===== src/rtl/app_port_pkg.sv =====
// Shared types for the application access port.
// Assumes no more than 2**FIDX_W FIFOs of each direction.
package app_port_pkg;
    localparam int FIDX_W = 3;
    typedef logic [FIDX_W-1:0] fidx_t;
    typedef enum logic [1:0] {
        TGT_REG = 2'd0,
        TGT_TX  = 2'd1,
        TGT_RX  = 2'd2
    } tgt_e;
endpackage


===== src/rtl/app_stb_sync.sv =====
// Strobe synchroniser: brings the asynchronous active-low strobe into the
// clock domain through two flops. It gives a one-cycle pulse for each
// falling edge. Assumes the strobe stays low and high for at least
// three clocks each.
module app_stb_sync (
    input  logic clk,
    input  logic rst_n,
    input  logic stb_n,
    output logic fall
);
    logic s1, s2, s3;

    // Synchronise and keep one extra stage for edge detection.
    always_ff @(posedge clk) begin
        if (!rst_n) begin
            s1 <= 1'b1;
            s2 <= 1'b1;
            s3 <= 1'b1;
        end else begin
            s1 <= stb_n;
            s2 <= s1;
            s3 <= s2;
        end
    end

    assign fall = s3 & ~s2;

    // an edge pulse never lasts two cycles
    p_single_edge_r2: assert property (@(posedge clk) disable iff (!rst_n)
        fall |=> !fall);
endmodule


===== src/rtl/app_addr_dec.sv =====
// Address decoder: sorts the 8-bit address into the transmit window,
// the receive window or the register side, and gives the FIFO index.
// Assumes the two windows do not overlap.
module app_addr_dec
    import app_port_pkg::*;
#(
    parameter int         NTX     = 4,
    parameter int         NRX     = 4,
    parameter logic [7:0] TX_BASE = 8'hF0,
    parameter logic [7:0] RX_BASE = 8'hF8
) (
    input  logic [7:0] addr,
    output tgt_e       tgt,
    output fidx_t      idx
);
    logic [7:0] tx_off, rx_off;

    // Offsets from each window base; wrap-around keeps low addresses out.
    assign tx_off = addr - TX_BASE;
    assign rx_off = addr - RX_BASE;

    // Pick the target and the index inside the window.
    always_comb begin
        tgt = TGT_REG;
        idx = '0;
        if (tx_off < 8'(NTX)) begin
            tgt = TGT_TX;
            idx = tx_off[FIDX_W-1:0];
        end else if (rx_off < 8'(NRX)) begin
            tgt = TGT_RX;
            idx = rx_off[FIDX_W-1:0];
        end
    end
endmodule


===== src/rtl/app_rx_flags.sv =====
// Receive notifications: packet-ready per receive FIFO and setup-ready for
// the control FIFO (index 0). A completion report wins over a clearing pop
// in the same cycle. Assumes pops only occur on non-empty FIFOs.
module app_rx_flags #(
    parameter int NRX       = 4,
    parameter int SETUP_LEN = 8
) (
    input  logic           clk,
    input  logic           rst_n,
    input  logic [NRX-1:0] pop,
    input  logic [NRX-1:0] last,
    input  logic [NRX-1:0] pkt_done,
    input  logic           setup_done,
    output logic [NRX-1:0] pkt_rdy,
    output logic           setup_rdy
);
    localparam int CNT_W = (SETUP_LEN > 1) ? $clog2(SETUP_LEN) : 1;

    logic [CNT_W-1:0] setup_cnt;

    for (genvar i = 0; i < NRX; i++) begin : g_pkt
        // Set on completion, clear when the packet's last byte is popped.
        always_ff @(posedge clk) begin
            if (!rst_n)
                pkt_rdy[i] <= 1'b0;
            else if (pkt_done[i])
                pkt_rdy[i] <= 1'b1;
            else if (pop[i] && last[i])
                pkt_rdy[i] <= 1'b0;
        end

        // completion raises the flag
        p_pkt_set_r7: assert property (@(posedge clk) disable iff (!rst_n)
            pkt_done[i] |=> pkt_rdy[i]);
        // popping the last byte drops the flag
        p_pkt_clr_r7: assert property (@(posedge clk) disable iff (!rst_n)
            (pop[i] && last[i] && !pkt_done[i]) |=> !pkt_rdy[i]);
    end

    // Track setup-ready and count the control FIFO pops since it rose.
    always_ff @(posedge clk) begin
        if (!rst_n) begin
            setup_rdy <= 1'b0;
            setup_cnt <= '0;
        end else if (setup_done) begin
            setup_rdy <= 1'b1;
            setup_cnt <= '0;
        end else if (setup_rdy && pop[0]) begin
            if (setup_cnt == CNT_W'(SETUP_LEN - 1)) begin
                setup_rdy <= 1'b0;
                setup_cnt <= '0;
            end else begin
                setup_cnt <= setup_cnt + 1'b1;
            end
        end
    end

    // a setup report raises the flag
    p_setup_set_r8: assert property (@(posedge clk) disable iff (!rst_n)
        setup_done |=> setup_rdy);
    // the final setup byte read drops the flag
    p_setup_clr_r8: assert property (@(posedge clk) disable iff (!rst_n)
        (setup_rdy && pop[0] && !setup_done && setup_cnt == CNT_W'(SETUP_LEN - 1))
        |=> !setup_rdy);
endmodule


===== src/rtl/app_port.sv =====
// Application access port top. Each synchronised strobe edge performs one
// access: a register write or read, a transmit FIFO push, or a receive
// FIFO read. Assumes the address, data and select are stable from before
// the strobe falls until it rises. Assumes the strobe stays low at least
// four clocks, so read data is captured before the controller samples it.
module app_port
    import app_port_pkg::*;
#(
    parameter int         NTX       = 4,
    parameter int         NRX       = 4,
    parameter logic [7:0] TX_BASE   = 8'hF0,
    parameter logic [7:0] RX_BASE   = 8'hF8,
    parameter int         SETUP_LEN = 8
) (
    input  logic             clk,
    input  logic             rst_n,
    input  logic             app_wr_sel,
    input  logic             app_stb_n,
    input  logic [7:0]       app_addr,
    input  logic [7:0]       app_wdata,
    output logic [7:0]       app_rdata,
    output logic [NRX-1:0]   pkt_rdy,
    output logic             setup_rdy,
    output logic [NRX-1:0]   rx_underrun,
    output logic [7:0]       reg_addr,
    output logic [7:0]       reg_wdata,
    output logic             reg_wr,
    input  logic [7:0]       reg_rdata,
    output logic [7:0]       tx_data,
    output logic [NTX-1:0]   tx_push,
    input  logic [NTX-1:0]   tx_full,
    input  logic [8*NRX-1:0] rx_data,
    input  logic [NRX-1:0]   rx_empty,
    input  logic [NRX-1:0]   rx_last,
    output logic [NRX-1:0]   rx_pop,
    input  logic [NRX-1:0]   rx_pkt_done,
    input  logic             setup_done
);
    logic           fall;
    logic           wr_acc, rd_acc;
    tgt_e           tgt;
    fidx_t          idx;
    logic [NRX-1:0] rx_hit_rd, rx_hit_wr;
    logic [7:0]     rx_sel_byte;
    logic           rx_sel_empty;

    app_stb_sync u_sync (
        .clk   (clk),
        .rst_n (rst_n),
        .stb_n (app_stb_n),
        .fall  (fall)
    );

    app_addr_dec #(
        .NTX     (NTX),
        .NRX     (NRX),
        .TX_BASE (TX_BASE),
        .RX_BASE (RX_BASE)
    ) u_dec (
        .addr (app_addr),
        .tgt  (tgt),
        .idx  (idx)
    );

    assign wr_acc    = fall & app_wr_sel;
    assign rd_acc    = fall & ~app_wr_sel;
    assign reg_addr  = app_addr;
    assign reg_wdata = app_wdata;
    assign tx_data   = app_wdata;
    assign reg_wr    = wr_acc && (tgt == TGT_REG);

    for (genvar t = 0; t < NTX; t++) begin : g_tx
        // Push only to the addressed FIFO, and only when it has room.
        assign tx_push[t] = wr_acc && (tgt == TGT_TX) && (idx == fidx_t'(t)) && !tx_full[t];
    end

    for (genvar r = 0; r < NRX; r++) begin : g_rx
        assign rx_hit_rd[r] = rd_acc && (tgt == TGT_RX) && (idx == fidx_t'(r));
        assign rx_hit_wr[r] = wr_acc && (tgt == TGT_RX) && (idx == fidx_t'(r));
        assign rx_pop[r]    = rx_hit_rd[r] && !rx_empty[r];

        // Sticky underrun: set by an empty read, cleared by a window write.
        always_ff @(posedge clk) begin
            if (!rst_n)
                rx_underrun[r] <= 1'b0;
            else if (rx_hit_rd[r] && rx_empty[r])
                rx_underrun[r] <= 1'b1;
            else if (rx_hit_wr[r])
                rx_underrun[r] <= 1'b0;
        end

        // an empty read leaves the underrun flag set
        p_underrun_set_r6: assert property (@(posedge clk) disable iff (!rst_n)
            (rd_acc && tgt == TGT_RX && idx == fidx_t'(r) && rx_empty[r]) |=> rx_underrun[r]);
    end

    // Select the head byte and empty state of the addressed receive FIFO.
    always_comb begin
        rx_sel_byte  = 8'h00;
        rx_sel_empty = 1'b1;
        for (int r = 0; r < NRX; r++) begin
            if (idx == fidx_t'(r)) begin
                rx_sel_byte  = rx_data[r*8 +: 8];
                rx_sel_empty = rx_empty[r];
            end
        end
    end

    // Capture read data on the strobe edge and hold it until the next read.
    always_ff @(posedge clk) begin
        if (!rst_n)
            app_rdata <= 8'h00;
        else if (rd_acc) begin
            if (tgt == TGT_RX)
                app_rdata <= rx_sel_empty ? 8'h00 : rx_sel_byte;
            else
                app_rdata <= reg_rdata;
        end
    end

    app_rx_flags #(
        .NRX       (NRX),
        .SETUP_LEN (SETUP_LEN)
    ) u_flags (
        .clk        (clk),
        .rst_n      (rst_n),
        .pop        (rx_pop),
        .last       (rx_last),
        .pkt_done   (rx_pkt_done),
        .setup_done (setup_done),
        .pkt_rdy    (pkt_rdy),
        .setup_rdy  (setup_rdy)
    );

    // read data holds between reads
    p_rd_hold_r3: assert property (@(posedge clk) disable iff (!rst_n)
        !rd_acc |=> $stable(app_rdata));
    // at most one transmit FIFO receives a byte
    p_one_push_r4: assert property (@(posedge clk) disable iff (!rst_n)
        $onehot0(tx_push));
    // the port never pops an empty receive FIFO
    p_pop_nonempty_r5: assert property (@(posedge clk) disable iff (!rst_n)
        (rx_pop & rx_empty) == '0);
    // a register write and a FIFO push never share a cycle
    p_one_target_r3: assert property (@(posedge clk) disable iff (!rst_n)
        !(reg_wr && (tx_push != '0)));
endmodule


===== config.mk =====
export PLATFORM = sky130hd
export DESIGN_NAME = app_port
export DESIGN_NICKNAME = d
export VERILOG_FILES = /design/src/rtl/app_port_pkg.sv /design/src/rtl/app_stb_sync.sv /design/src/rtl/app_addr_dec.sv /design/src/rtl/app_rx_flags.sv /design/src/rtl/app_port.sv
export SDC_FILE = /design/constraint.sdc
export NUM_CORES = 1
export LEC_CHECK = 0
export CAP_MARGIN = 20
export CORE_ASPECT_RATIO = 1.1
export CORE_MARGIN = 8
export CORE_UTILIZATION = 30
export DETAILED_ROUTE_END_ITERATION = 10
export DONT_BUFFER_PORTS = 1
export PLACE_DENSITY = 0.5
export SYNTH_ARGS = -nofsm -noshare
export SYNTH_HDL_FRONTEND = slang
export SYNTH_SLANG_ARGS = --single-unit
export TNS_END_PERCENT = 10

===== constraint.sdc =====
create_clock -name clk -period 2.5 [get_ports clk]
set_input_delay 0.125 -clock clk [delete_from_list [all_inputs] [get_ports clk]]
set_output_delay 0.125 -clock clk [all_outputs]
set_load 0.01 [all_outputs]

==> results.sh, run 1 <==
export IMPL_cpPeakStageDelay_ns=0.55
export IMPL_cts_htree_levels=1
export IMPL_critical_path_top_delay_family="simple AND/OR/NAND/NOR gates"
export IMPL_finalHoldWorstSlack_ns=0.0111
export IMPL_synthDominantCellAreaShare=0.287
export IMPL_final_layout_size_suffix_gt1_frac=0.109
export IMPL_finalNetCount=265
export IMPL_core_area_um2=5260
export IMPL_min_delay_path_class="in -> reg"
export IMPL_finalSetupTns_ns=0
export IMPL_synthTopCellsByCount="sky130_fd_sc_hd__buf_4 (24), sky130_fd_sc_hd__dfxtp_1 (23), sky130_fd_sc_hd__nand2_1 (18), sky130_fd_sc_hd__o21ai_0 (18), sky130_fd_sc_hd__nor2_1 (11)"
export IMPL_final_hold_viol_count=0
export IMPL_detail_route_drc_violations=0
export IMPL_pwr_share_seq=0.533
export IMPL_drv_cap=0
export IMPL_clock_power_share=0.339
export IMPL_synth_area_leaders="sky130_fd_sc_hd__dfxtp_1 (29%), sky130_fd_sc_hd__buf_4 (11%), sky130_fd_sc_hd__mux2i_1 (5.6%)"
export IMPL_max_freq_ghz=0.447
export IMPL_netlist_instances=200
export IMPL_start_util=0.305
export IMPL_grt_pass1_wl_um=8380
export IMPL_row_count=28
export IMPL_tightest_slew_ns=0.482
export IMPL_post_route_min_period_ns=2.24
export IMPL_synth_sequential_area_ratio=0.287
export IMPL_switching_share=0.265
export IMPL_post_synth_num_cell_types=39
export IMPL_route_antenna_remaining_nets=0
export IMPL_ys_seq_elements=23
export IMPL_async_flop_share=0
export IMPL_critPathLaunchType="register"
export IMPL_max_slew_violation_count=0
export IMPL_die_width_um=85.7
export IMPL_routed_wl_um=5360
export IMPL_cts_inserted_buffers=3
export IMPL_dp_worst_slack_ns=0.298
export IMPL_worstPathRequired_ns=2.67
export IMPL_synth_top_flop_cell="sky130_fd_sc_hd__dfxtp_1"
export IMPL_status="complete, no violations"
export IMPL_vias=1401
export IMPL_drt_pre_antenna_iters=4
export IMPL_clk_pin_slew_worst_paths_ns=0.09
export IMPL_initial_antenna_violation_count=0
export IMPL_clock_path_buffers=2
export IMPL_rsz0062_at_grt="no"
export IMPL_place_gp_congestion=0.754
export IMPL_power_per_cell_area_nw_per_um2=445
export IMPL_detail_route_wl_per_cell_um=22.0
export IMPL_cp_arrival_ns=2.40
export IMPL_cts_num_sinks=23
export IMPL_cpMaxStageDelayCell="sky130_fd_sc_hd__dlygate4sd3_1"
export IMPL_critical_path_class="reg -> reg"
export IMPL_flow_area_growth_from_synthesis_pct=2.34
export IMPL_totalPowerFinal_w=0.000730
export IMPL_synthesis_area_um2=1600
export IMPL_maxSlewHeadroom=0.677
export IMPL_cell_internal_pwr_w=0.000537
export IMPL_total_overflow_reported_by_the_global_router=0
export IMPL_post_route_period_util=0.894
export IMPL_detail_route_iter0_violations=83
export IMPL_clkLatencyLatePin_ns=0.27
export IMPL_yosys_warnings=0
export IMPL_path_max_fanout=8
export IMPL_synth_enable_flop_cells=0
export IMPL_num_antenna_cells=0
export IMPL_share_comb_of_total_power=0.128
export IMPL_port_buffer_count=0
export IMPL_number_of_setup_violations_in_the_final_report=0
export IMPL_dieArea_um2=7950
export IMPL_synth_nets=280
export IMPL_filler_cell_count=575
export IMPL_synth_most_common_cell="sky130_fd_sc_hd__buf_4"
export IMPL_setup_ws_ns=0.265
export IMPL_leakagePower_nw=0.625
export IMPL_grt_max_degree=21
export IMPL_post_synth_top_area_cell="sky130_fd_sc_hd__dfxtp_1"
export IMPL_post_synth_cell_area_avg_um2=8.02
export IMPL_dieHeight_um=92.7
export IMPL_path_cells="or3b_1 > a31oi_1 > nand2_1 > nor3_2 > a31oi_1 > dlygate4sd3_1"
export IMPL_endpoint_kind="register"
export IMPL_fin_skew_ns=0.00222
export IMPL_detailed_place_hpwl_um=4090
export IMPL_max_vdd_ir_drop_mv=0.173
export IMPL_critPathBufInv=1
export IMPL_grt_util_all_layers=0.135
export IMPL_tritoncts="built"
export IMPL_switching_power_w=0.000193
export IMPL_cts_setup_buffers=0
export IMPL_route_detailed_vias_per_inst=5.74
export IMPL_io_pins=127
export IMPL_grt_pass1_vias=1502
export IMPL_clk_root_buffer_cell="sky130_fd_sc_hd__clkbuf_8"
export IMPL_path_common_cell="sky130_fd_sc_hd__a31oi_1"
flip-flops by register name (all words and copies together), names as in the netlist:
signal	flops
u_flags.pkt_rdy	4
u_flags.setup_rdy	1
u_sync.s1	1
u_flags.setup_cnt	3
u_sync.s2	1
app_rdata	8
u_sync.s3	1
rx_underrun	4
worst register-to-register path: cells and delay by family (launching register included):
family	cells	cell delay, ns
and+or+nand+nor	3	0.93
buffers and inverters	1	0.55
DFF	1	0.34
AOI/OAI and AO/OA	2	0.33
final timing paths:
check                           slack, ns            endpoint  cells after the start        from
worst min register to register       0.42           u_sync.s2                      1   u_sync.s1
worst max register to register       0.26  u_flags.pkt_rdy[0]                      6   u_sync.s3
worst max-delay path                 0.26  u_flags.pkt_rdy[0]                      6   u_sync.s3
worst min-delay path                 0.01   u_flags.setup_rdy                      2  setup_done
layout by cell type (no fill, tap or decap), types with 2 or more instances in the layout:
| cell type | n |
|---|---|
| sky130_fd_sc_hd__buf_4 | 4 |
| sky130_fd_sc_hd__a211oi_1 | 2 |
| sky130_fd_sc_hd__nor3_1 | 7 |
| sky130_fd_sc_hd__and2_1 | 2 |
| sky130_fd_sc_hd__or3_1 | 3 |
| sky130_fd_sc_hd__dlygate4sd3_1 | 11 |
| sky130_fd_sc_hd__a21oi_1 | 10 |
| sky130_fd_sc_hd__and3_1 | 3 |
| sky130_fd_sc_hd__nand4_1 | 2 |
| sky130_fd_sc_hd__clkbuf_8 | 3 |
| sky130_fd_sc_hd__or4_1 | 5 |
| sky130_fd_sc_hd__or3b_2 | 2 |
| sky130_fd_sc_hd__or2_2 | 2 |
| sky130_fd_sc_hd__o21ai_0 | 18 |
| sky130_fd_sc_hd__mux4_2 | 2 |
| sky130_fd_sc_hd__inv_1 | 6 |
| sky130_fd_sc_hd__nand2b_1 | 5 |
| sky130_fd_sc_hd__o31ai_1 | 3 |
| sky130_fd_sc_hd__mux2i_1 | 9 |
| sky130_fd_sc_hd__nor2b_1 | 3 |
| sky130_fd_sc_hd__a31oi_1 | 6 |
| sky130_fd_sc_hd__ha_1 | 3 |
| sky130_fd_sc_hd__nand2_1 | 18 |
| sky130_fd_sc_hd__o311ai_0 | 4 |
| sky130_fd_sc_hd__o32ai_1 | 2 |
| sky130_fd_sc_hd__nand3_1 | 2 |
| sky130_fd_sc_hd__dfxtp_1 | 23 |
| sky130_fd_sc_hd__nor2_1 | 11 |
| sky130_fd_sc_hd__a21bo_2 | 2 |
stage by stage:
| step | utilization | instances | cell area, µm² |
|---|---|---|---|
| floorplan | - | 200 | 1600 |
| global route | 0.312 | 244 | 1640 |
| global placement | 0.282 | 229 | 1480 |
| CTS | 0.311 | 244 | 1640 |
| detailed placement | 0.282 | 229 | 1480 |
| finish | 0.312 | 244 | 1640 |
timing repair:
action | in CTS | in global routing
endpoints found under the setup margin | 0 | 1
resized for setup | 0 | 1
endpoints found under the hold margin | 16 | 0
hold buffers | 11 | 0
final cells by class:
class                   count  area [µm²]  share of cell area
multi-input cells         136         897               0.546
clock inverters             1        5.00             0.00305
clock buffers               3        41.3              0.0252
inverters                   6        22.5              0.0137
well taps                  60        75.1              0.0457
flip-flops and latches     23         460               0.280
repair buffers             15         140              0.0854
cells by family (layout without fill, tap and decap cells):
kind of cell	Yosys count	in the layout	synth area share
multiplexers	11	11	0.0842
adder cells (fa/ha/maj)	3	3	0.0234
AND/OR/NAND/NOR	71	71	0.237
AO/OA/AOI/OAI	51	51	0.211
buffers and inverters	41	25	0.157
flip-flops	23	23	0.287
power by group through the flow:
stage	logic [W]	clock network (W)	registers [W]
floorplan	0.000112	0	0.000395
global placement	0.0000761	0	0.000398
detailed placement	0.0000761	0	0.000398
CTS	0.0000942	0.000254	0.000390
global route	0.000105	0.000269	0.000391
finish	0.0000931	0.000247	0.000389
per-layer routing:
metal  track usage  up-vias  part of all wire
met3        0.0461        8             0.089
met4        0.0468        0             0.011
met1         0.149      660              0.38
met2         0.235       61              0.52
met5             0        -                 0
li1              -      672                 -
No activity file was read; power rests on OpenSTA's default activity.
==> run 2: changes to the inputs <==
--- a/config.mk
+++ b/config.mk
@@ -5,6 +5,7 @@
 export SDC_FILE = /design/constraint.sdc
 export NUM_CORES = 1
 export LEC_CHECK = 0
+export ABC_AREA = 1
 export CAP_MARGIN = 20
 export CORE_ASPECT_RATIO = 1.1
 export CORE_MARGIN = 8
==> results.sh, run 2 <==
export IMPL_share_comb_of_total_power=0.122
export IMPL_critical_path_class="reg -> reg"
export IMPL_synthTopCellsByCount="sky130_fd_sc_hd__nand2_1 (65), sky130_fd_sc_hd__inv_1 (36), sky130_fd_sc_hd__a21oi_1 (28)"
export IMPL_totalPowerFinal_w=0.000718
export IMPL_io_pins=127
export IMPL_path_cells="nor3_4 > inv_2 > nor2_4 > inv_1 > nor2_1 > nand2_1 > a21oi_1 > nor2_1"
export IMPL_critical_path_top_delay_family="simple AND/OR/NAND/NOR gates"
export IMPL_power_per_cell_area_nw_per_um2=399
export IMPL_largest_registers="app_rdata x8, rx_underrun x4, u_flags.pkt_rdy x4"
export IMPL_path_common_cell="sky130_fd_sc_hd__nor2_1"
export IMPL_tritoncts="built"
export IMPL_total_overflow_reported_by_the_global_router=0
export IMPL_final_hold_viol_count=0
export IMPL_yosys_warnings=0
export IMPL_synth_sequential_area_ratio=0.256
export IMPL_cp_arrival_ns=1.95
export IMPL_route_detailed_vias_per_inst=4.74
export IMPL_row_count=29
export IMPL_maxSlewHeadroom=0.651
export IMPL_tightest_slew_ns=0.518
export IMPL_worstPathRequired_ns=2.65
export IMPL_core_area_um2=5770
export IMPL_synth_nets=361
export IMPL_place_gp_congestion=0.779
export IMPL_finalNetCount=343
export IMPL_post_synth_top_area_cell="sky130_fd_sc_hd__dfxtp_1"
export IMPL_die_width_um=89.8
export IMPL_grt_pass1_wl_um=8520
export IMPL_vias=1611
export IMPL_max_freq_ghz=0.557
export IMPL_post_synth_cell_area_avg_um2=6.39
export IMPL_cts_setup_buffers=0
export IMPL_critPathLaunchType="register"
export IMPL_status="complete, no violations"
export IMPL_synth_top_flop_cell="sky130_fd_sc_hd__dfxtp_1"
export IMPL_post_route_period_util=0.718
export IMPL_path_max_fanout=9
export IMPL_route_antenna_remaining_nets=0
export IMPL_rsz0062_at_grt="no"
export IMPL_grt_pass1_vias=1735
export IMPL_drt_pre_antenna_iters=4
export IMPL_ys_seq_elements=23
export IMPL_flow_area_growth_from_synthesis_pct=0.209
export IMPL_cts_num_sinks=23
export IMPL_most_frequent_cells_in_the_layout="sky130_fd_sc_hd__nand2_1 (65), sky130_fd_sc_hd__inv_1 (36), sky130_fd_sc_hd__a21oi_1 (28)"
export IMPL_min_delay_path_class="in -> reg"
export IMPL_detail_route_wl_per_cell_um=15.8
export IMPL_cpPeakStageDelay_ns=0.35
export IMPL_cts_htree_levels=1
export IMPL_max_slew_violation_count=0
export IMPL_synth_area_leaders="sky130_fd_sc_hd__dfxtp_1 (26%), sky130_fd_sc_hd__nand2_1 (14%), sky130_fd_sc_hd__buf_4 (10%)"
export IMPL_max_vdd_ir_drop_mv=0.293
export IMPL_dieArea_um2=8720
export IMPL_routed_wl_um=5370
export IMPL_synthDominantCellAreaShare=0.256
export IMPL_endpoint_kind="register"
export IMPL_finalSetupTns_ns=0
export IMPL_layout_cells_most_common="sky130_fd_sc_hd__nand2_1"
export IMPL_drv_cap=0
export IMPL_final_layout_size_suffix_gt1_frac=0.0954
export IMPL_critPathBufInv=2
export IMPL_clk_root_buffer_cell="sky130_fd_sc_hd__clkbuf_8"
export IMPL_detail_route_iter0_violations=64
export IMPL_detail_route_drc_violations=0
export IMPL_dieHeight_um=97.2
export IMPL_post_route_min_period_ns=1.80
export IMPL_port_buffer_count=0
export IMPL_number_of_setup_violations_in_the_final_report=0
export IMPL_post_synth_num_cell_types=33
export IMPL_cell_internal_pwr_w=0.000527
export IMPL_grt_max_degree=21
export IMPL_grt_util_all_layers=0.119
export IMPL_fin_skew_ns=0.00390
export IMPL_cpMaxStageDelayCell="sky130_fd_sc_hd__dfxtp_1"
export IMPL_start_util=0.311
export IMPL_cts_inserted_buffers=3
export IMPL_pwr_share_seq=0.547
export IMPL_clock_path_buffers=2
export IMPL_synth_enable_flop_cells=0
export IMPL_switching_share=0.266
export IMPL_detailed_place_hpwl_um=4550
export IMPL_synth_most_common_cell="sky130_fd_sc_hd__nand2_1"
export IMPL_switching_power_w=0.000191
export IMPL_max_flop_register="app_rdata"
export IMPL_largest_register_ff_count=8
export IMPL_synthesis_area_um2=1800
export IMPL_clock_power_share=0.331
export IMPL_netlist_instances=281
export IMPL_clk_pin_slew_worst_paths_ns=0.09
export IMPL_initial_antenna_violation_count=0
export IMPL_async_flop_share=0
export IMPL_clkLatencyLatePin_ns=0.27
export IMPL_leakagePower_nw=0.830
run 2: timing repair:
item	CTS	global route
hold buffers	7	0
resized for setup	0	0
endpoints found under the hold margin	12	0
run 2: routing by layer:
| layer | vias to the layer above | part of all wire | GRT usage |
|---|---|---|---|
| met4 | 0 | 0.0043 | 0.0183 |
| li1 | 848 | - | - |
| met5 | - | 0 | 0 |
| met3 | 4 | 0.12 | 0.0634 |
| met1 | 685 | 0.42 | 0.126 |
| met2 | 74 | 0.46 | 0.206 |
run 2: worst paths after layout:
| check | start | end | slack, ns | cells past startpoint |
|---|---|---|---|---|
| setup / recovery | u_sync.s2 | u_flags.pkt_rdy[1] | 0.70 | 8 |
| hold / removal | rst_n | app_rdata[1] | 0.003 | 2 |
| setup reg to reg | u_sync.s2 | u_flags.pkt_rdy[1] | 0.70 | 8 |
| hold reg to reg | u_sync.s1 | u_sync.s2 | 0.42 | 1 |
run 2: cell families (layout without fill, tap and decap cells):
group,Yosys count,after routing,share of synthesized area
and+or+nand+nor,142,142,0.398
AOI/OAI and AO/OA,41,41,0.118
buffers and inverters,72,53,0.207
DFF,23,23,0.256
other,0,1,0
adders and majority gates,3,3,0.0209
run 2: metrics by stage:
stage	area, µm²	setup slack, ns	hold slack, ns	util	cells
after CTS	1800	0.688	0.00164	0.312	339
after global routing	1800	0.497	0.00229	0.312	339
final	1800	0.704	0.00257	0.312	340
after floorplan	1800	0.852	0.232	-	281
after global placement	1680	0.572	0.233	0.291	328
after detailed placement	1680	0.546	0.235	0.291	328
run 2: layout make-up:
cell class | instances | area [µm²]
clock inverter | 1 | 7.51
tap | 77 | 96.3
multi-input combinational | 186 | 965
timing repair buffer | 7 | 70.1
sequential | 23 | 460
fill | 651 | 3970
clock buffer | 3 | 41.3
inverter | 42 | 158
antenna | 1 | 2.50
run 2: worst reg2reg max path, stage by stage (launching register included):
cell,delay (ns)
sky130_fd_sc_hd__dfxtp_1,0.35
sky130_fd_sc_hd__nor3_4,0.31
sky130_fd_sc_hd__inv_2,0.16
sky130_fd_sc_hd__nor2_4,0.21
sky130_fd_sc_hd__inv_1,0.08
sky130_fd_sc_hd__nor2_1,0.29
sky130_fd_sc_hd__nand2_1,0.09
sky130_fd_sc_hd__a21oi_1,0.14
sky130_fd_sc_hd__nor2_1,0.05
run 2: power groups by stage:
stage,clock (W),sequential (W),combinational [W]
2_1_floorplan,0,0.000398,0.000113
3_5_place_dp,0,0.000401,0.0000793
6_report,0.000238,0.000392,0.0000873
5_1_grt,0.000259,0.000395,0.000100
4_1_cts,0.000249,0.000393,0.0000890
3_3_place_gp,0,0.000402,0.0000776
